[config.mk]
export PLATFORM = sky130hd
export DESIGN_NAME = serial_calendar_clock
export DESIGN_NICKNAME = d
export VERILOG_FILES = /design/src/rtl/sercal_pkg.sv /design/src/rtl/sercal_cmd.sv /design/src/rtl/sercal_shreg.sv /design/src/rtl/sercal_counter.sv /design/src/rtl/serial_calendar_clock.sv
export SDC_FILE = /design/constraint.sdc
export NUM_CORES = 1
export LEC_CHECK = 0
export BUFFER_PORTS_ARGS = -buffer_cell sky130_fd_sc_hd__buf_2
export CORE_MARGIN = 2
export CORE_UTILIZATION = 50
export CTS_CLUSTER_DIAMETER = 200
export DETAILED_ROUTE_END_ITERATION = 8
export GPL_TIMING_DRIVEN = 0
export PLACE_DENSITY = 0.66
export SYNTH_ARGS = -nofsm -noshare
export SYNTH_HDL_FRONTEND = slang
export SYNTH_SLANG_ARGS = --single-unit
export TNS_END_PERCENT = 30
[constraint.sdc]
create_clock -name clk_i -period 7.1 [get_ports clk_i]
set_clock_uncertainty 0.2 [all_clocks]
set_input_delay 0.355 -clock clk_i [delete_from_list [all_inputs] [get_ports clk_i]]
set_output_delay 0.355 -clock clk_i [all_outputs]
set_load 0.005 [all_outputs]
[src/rtl/sercal_pkg.sv]
package sercal_pkg;
  localparam int unsigned CMD_W = 4;

  typedef enum logic [CMD_W-1:0] {
    CMD_HOLD  = 4'd0,
    CMD_SHIFT = 4'd1,
    CMD_SET   = 4'd2,
    CMD_READ  = 4'd3
  } cmd_e;

  typedef struct packed {
    logic [7:0] year;
    logic [3:0] mon;
    logic [3:0] wday;
    logic [7:0] day;
    logic [7:0] hour;
    logic [7:0] min;
    logic [7:0] sec;
  } cal_t;

  localparam int unsigned CAL_W = $bits(cal_t);

  localparam cal_t CAL_RST = '{year: 8'h00, mon: 4'd1, wday: 4'd1, day: 8'h01,
                               hour: 8'h00, min: 8'h00, sec: 8'h00};

  function automatic cmd_e decode_cmd(logic [CMD_W-1:0] c);
    case (c)
      4'd1:    return CMD_SHIFT;
      4'd2:    return CMD_SET;
      4'd3:    return CMD_READ;
      default: return CMD_HOLD;
    endcase
  endfunction

  function automatic logic [7:0] bcd_inc(logic [7:0] v);
    if (v[3:0] == 4'd9) return {v[7:4] + 4'd1, 4'd0};
    return {v[7:4], v[3:0] + 4'd1};
  endfunction

  function automatic logic is_leap(logic [7:0] y);
    logic [7:0] yb;
    yb = 8'(y[7:4]) * 8'd10 + 8'(y[3:0]);
    return yb[1:0] == 2'b00;
  endfunction

  function automatic logic [7:0] last_day(logic [3:0] mon, logic [7:0] year);
    case (mon)
      4'd2:                     return is_leap(year) ? 8'h29 : 8'h28;
      4'd4, 4'd6, 4'd9, 4'd11:  return 8'h30;
      default:                  return 8'h31;
    endcase
  endfunction
endpackage

[src/rtl/sercal_cmd.sv]
module sercal_cmd
  import sercal_pkg::*;
#(
  parameter int unsigned W = CMD_W
) (
  input  logic clk_i,
  input  logic rst_ni,
  input  logic sdi_i,
  input  logic sclk_i,
  input  logic stb_i,
  output cmd_e mode_o,
  output logic tail_o,
  output logic shift_o,
  output logic stb_rise_o,
  output logic load_set_o,
  output logic load_read_o
);
  logic         sclk_q, stb_q;
  logic [W-1:0] cmd_q;
  cmd_e         mode_q;
  logic         sclk_rise, bit_en;

  assign sclk_rise  = sclk_i & ~sclk_q;
  assign stb_rise_o = stb_i & ~stb_q;
  assign bit_en     = sclk_rise & ~stb_i;

  always_ff @(posedge clk_i or negedge rst_ni) begin
    if (!rst_ni) begin
      sclk_q <= 1'b0;
      stb_q  <= 1'b0;
      cmd_q  <= '0;
      mode_q <= CMD_HOLD;
    end else begin
      sclk_q <= sclk_i;
      stb_q  <= stb_i;
      if (bit_en)     cmd_q  <= {sdi_i, cmd_q[W-1:1]};
      if (stb_rise_o) mode_q <= decode_cmd(4'(cmd_q));
    end
  end

  assign mode_o      = mode_q;
  assign tail_o      = cmd_q[0];
  assign shift_o     = bit_en & (mode_q == CMD_SHIFT);
  assign load_set_o  = stb_rise_o & (decode_cmd(4'(cmd_q)) == CMD_SET);
  assign load_read_o = stb_rise_o & (decode_cmd(4'(cmd_q)) == CMD_READ);
endmodule

[src/rtl/sercal_shreg.sv]
module sercal_shreg #(
  parameter int unsigned W = 48
) (
  input  logic         clk_i,
  input  logic         rst_ni,
  input  logic         shift_i,
  input  logic         sin_i,
  input  logic         load_i,
  input  logic [W-1:0] load_val_i,
  output logic [W-1:0] q_o
);
  logic [W-1:0] q;

  always_ff @(posedge clk_i or negedge rst_ni) begin
    if (!rst_ni)      q <= '0;
    else if (load_i)  q <= load_val_i;
    else if (shift_i) q <= {sin_i, q[W-1:1]};
  end

  assign q_o = q;
endmodule

[src/rtl/sercal_counter.sv]
module sercal_counter
  import sercal_pkg::*;
(
  input  logic             clk_i,
  input  logic             rst_ni,
  input  logic             tick_i,
  input  logic             hold_i,
  input  logic             load_i,
  input  logic [CAL_W-1:0] load_val_i,
  output logic [CAL_W-1:0] q_o
);
  cal_t q, nxt;

  always_comb begin
    nxt = q;
    if (q.sec != 8'h59) nxt.sec = bcd_inc(q.sec);
    else begin
      nxt.sec = 8'h00;
      if (q.min != 8'h59) nxt.min = bcd_inc(q.min);
      else begin
        nxt.min = 8'h00;
        if (q.hour != 8'h23) nxt.hour = bcd_inc(q.hour);
        else begin
          nxt.hour = 8'h00;
          nxt.wday = (q.wday >= 4'd7) ? 4'd1 : q.wday + 4'd1;
          if (q.day != last_day(q.mon, q.year)) nxt.day = bcd_inc(q.day);
          else begin
            nxt.day = 8'h01;
            if (q.mon < 4'd12) nxt.mon = q.mon + 4'd1;
            else begin
              nxt.mon  = 4'd1;
              nxt.year = (q.year == 8'h99) ? 8'h00 : bcd_inc(q.year);
            end
          end
        end
      end
    end
  end

  always_ff @(posedge clk_i or negedge rst_ni) begin
    if (!rst_ni)                q <= CAL_RST;
    else if (load_i)            q <= cal_t'(load_val_i);
    else if (tick_i && !hold_i) q <= nxt;
  end

  assign q_o = q;
endmodule

[src/rtl/serial_calendar_clock.sv]
module serial_calendar_clock
  import sercal_pkg::*;
(
  input  logic clk_i,
  input  logic rst_ni,
  input  logic sdi_i,
  input  logic sclk_i,
  input  logic stb_i,
  input  logic tick_i,
  output logic sdo_o
);
  cmd_e             mode;
  logic             tail, shift_en, stb_rise, load_set, load_read;
  logic [CAL_W-1:0] reg_q, cnt_q;

  sercal_cmd #(.W(CMD_W)) u_cmd (
    .clk_i, .rst_ni, .sdi_i, .sclk_i, .stb_i,
    .mode_o(mode), .tail_o(tail), .shift_o(shift_en), .stb_rise_o(stb_rise),
    .load_set_o(load_set), .load_read_o(load_read)
  );

  sercal_shreg #(.W(CAL_W)) u_reg (
    .clk_i, .rst_ni, .shift_i(shift_en), .sin_i(tail),
    .load_i(load_read), .load_val_i(cnt_q), .q_o(reg_q)
  );

  sercal_counter u_cnt (
    .clk_i, .rst_ni, .tick_i, .hold_i(mode == CMD_SET),
    .load_i(load_set), .load_val_i(reg_q), .q_o(cnt_q)
  );

  assign sdo_o = reg_q[0];
endmodule

==> flow_summary.ini <==
[run_status]
status = finished, final reports clean

[critical_path]
cp_slowest_cell = clkbuf_1
cp_common_cell = clkbuf_1
cp-end-kind = register
reg2reg_slack_ns = 3.93
crit_path_end = u_cnt.q_o[34]$_DFFE_PN0P_
max_stage_delay_ns = 0.62
criticalPathCategory = input pin to register
r2r_end = u_cnt.q_o[34]$_DFFE_PN0P_
path_max_fanout = 10
crit_required_ns = 7.14
worst-path-stages = 8
cp.arrival_ns = 3.38
cp-startpoint = stb_i
worstSetupStartpointType = input pin
crit_family = buffers and inverters
crit_chain = dlygate4sd3_1 -> buf_2 -> nor4b_1 -> nand2_1 -> nor2_1 -> clkbuf_1 -> clkbuf_1 -> o21ai_0
crit_buf_inv = 4
r2r_start = u_cmd.cmd_q[3]$_DFFE_PN0P_
r2r_cells = 6

[global_routing]
grt_pass1_vias = 4814
grt_pass1_wl_um = 23400
overflow = 0
antenna_found_initial = 0
grt_max_degree = 71
track_usage_pct = 25.1

[timing]
post-route-period-util_pct = 47.0
rsz0062_at_grt = false
hold_viol = 0
whs_ns = 0.258
drv_slew = 0
timing.slew.headroom_pct = 48.7
setup_tns_ns = 0
period_needed_ns = 3.34
fmax_mhz = 300
setup_viol = 0
final.setup.worst_slack_ns = 3.76
worstMarginPinSlew_ns = 0.768

[synth]
syn_area_per_cell_um2 = 8.58
synthArstFlopShare_pct = 100
synth_area_um2 = 5620
seq_area_frac_synth_pct = 46.4
yosys_warnings = 0
synth_area_leader_cell = dfrtp_1
yosys_most_used_dff = dfrtp_1
synth_seq_cells = 104
synthTopCellsByArea = dfrtp_1, nand2_1, a31oi_1
synthDistinctLibCells = 52
synth_top_area_share_pct = 45.0
synth_edf_count = 0
synth_fp_nets = 685
syn_inst = 655

[layout]
multi_input_area_um2 = 2820
drive_gt1_share_pct = 6.74
final_nets = 707
final_core_util_pct = 55.7
nFillCells = 968
areaGrowthSynthToFinish_pct = 8.02
final-seq-area_um2 = 2610
antenna_cells = 0
fin_area_um2 = 6070

[power_and_ir_drop]
p_leak_nw = 2.67
ir_drop_v = 0.000197
powerDensity_nw_per_um2 = 305

[clock_tree]
cts_tree = yes
cts_made_buffers = 9
cts_setup_buffers = 0
clockBufferDepth = 2
cts_max_level = 3
clock-sinks = 104
path_clk_slew_ns = 0.10
clock_latency_ns = 0.39
root_buffer = clkbuf_8

[placement]
gp_congestion = 0.837
post-dp-hpwl_um = 9470
pre_cts_slack_ns = 3.89
place_area_um2 = 5850
port_buffers = 6

[floorplan]
io_pins = 7
die_area_um2 = 12100
start_util_pct = 51.6
core_area_um2 = 10900
die_width_um = 110
fp-row-count = 38
die_y_um = 110

[detailed_routing]
via_count = 4870
drc = 0
ant_nets = 0
routed_wirelength_um = 13900
drt-pass1-iter-count = 5
wl_per_cell_um = 16.9
vias_per_cell = 5.92
drt_iter0_markers = 384

[flow_run]
cap_violations = 0

[worst_hold_path]
hp-class = input pin to async pin
flip-flops by register name (all words and copies together), names as in the netlist:
signal / count
u_cmd.cmd_q: 4
u_cmd.sclk_q: 1
u_cnt.q_o: 48
u_reg.q_o: 48
u_cmd.stb_q: 1
u_cmd.mode_o: 2
worst reg2reg max path, stage by stage, from the launching register on:
cell,delay [ns]
dfrtp_1,0.40
nor4b_1,0.66
nand2_1,0.15
nor2_1,0.29
clkbuf_1,0.48
clkbuf_1,0.62
o21ai_0,0.22
report_power, final:
| part | total, mW | switching, mW | internal, mW |
|---|---|---|---|
| combinational | 0.452 | 0.241 | 0.211 |
| clock | 0.347 | 0.209 | 0.138 |
| sequential | 1.05 | 0.242 | 0.811 |
| total | 1.85 | 0.693 | 1.16 |
area by class of cell:
type,instances,share of cell area (%)
sequential,104,42.9
clock inverter,4,0.495
timing repair buffer,11,1.65
inverter,16,0.990
tap,140,2.89
multi-input combinational,501,46.4
clock buffer,12,2.39
buffer,34,2.25
synth_stat cells (5+ instances only):
| cell type | count |
|---|---|
| nor2_1 | 79 |
| clkbuf_1 | 26 |
| nand2b_1 | 9 |
| o21ai_0 | 35 |
| or4_1 | 5 |
| dfrtp_1 | 101 |
| nor3_1 | 9 |
| and3_1 | 7 |
| inv_1 | 16 |
| ha_1 | 24 |
| a22o_1 | 5 |
| mux2_2 | 8 |
| nand2_1 | 138 |
| a31oi_1 | 53 |
| o211ai_1 | 12 |
| a21oi_1 | 27 |
| nand3_1 | 31 |
| or3_1 | 8 |
cells by family (layout without fill, tap and decap cells):
logic type	count (synthesis)	after routing	share of synthesized area, %
xor+xnor	1	1	0.156
mux	10	10	1.96
fa+ha+maj	24	24	5.35
compound gates	150	150	16.4
buf+inv	50	77	3.50
flops	104	104	46.4
simple gates	316	316	26.2
worst min-delay path by stage:
stage                             endpoint  slack (ns)  cells after the start
4_1_cts          u_cnt.q_o[22]$_DFFE_PN0P_        0.26                      2
3_5_place_dp     u_reg.q_o[42]$_DFFE_PN0P_        0.14                      1
3_3_place_gp   u_cmd.mode_o[1]$_DFFE_PN0P_        0.26                      2
5_1_grt          u_reg.q_o[36]$_DFFE_PN0P_        0.30                      2
6_report         u_cnt.q_o[42]$_DFFE_PN0P_        0.26                      2
2_1_floorplan   u_cmd.cmd_q[0]$_DFFE_PN0P_       -0.14                      0
layer usage:
metal	track usage (%)	wire length, um
met1	32.8	6430
met3	5.94	623
met4	7.59	240
met2	41.6	6620
met5	0	0
placed cells by master, fill, tap and decap left out, drive strengths merged, types with 3 or more instances in the layout:
| master | instances |
|---|---|
| clkbuf | 39 |
| nor2 | 79 |
| or4 | 6 |
| ha | 24 |
| nand3 | 31 |
| nor3b | 4 |
| o21ai | 39 |
| nor2b | 4 |
| inv | 16 |
| dfrtp | 101 |
| nor3 | 10 |
| dlygate4sd3 | 4 |
| clkinv | 3 |
| a31oi | 53 |
| a22oi | 4 |
| and3 | 7 |
| o211ai | 12 |
| a21oi | 27 |
| a22o | 5 |
| buf | 14 |
| nand4 | 6 |
| or3 | 8 |
| and3b | 3 |
| nand2b | 9 |
| mux2 | 8 |
| dfstp | 3 |
| nand2 | 138 |
through the flow:
step           power [mW]  cells
3_3_place_gp         1.47    801
4_1_cts              1.86    822
2_1_floorplan        1.34    655
5_1_grt              1.99    822
3_5_place_dp         1.51    802
6_report             1.85    822
timing repair:
item / in CTS / in global routing
hold buffers: 4 / 0
gates resized for setup: 0 / 0
setup endpoints to repair: 0 / 0
endpoints found under the hold margin: 35 / 0
Power figures use the tool's default switching activity.
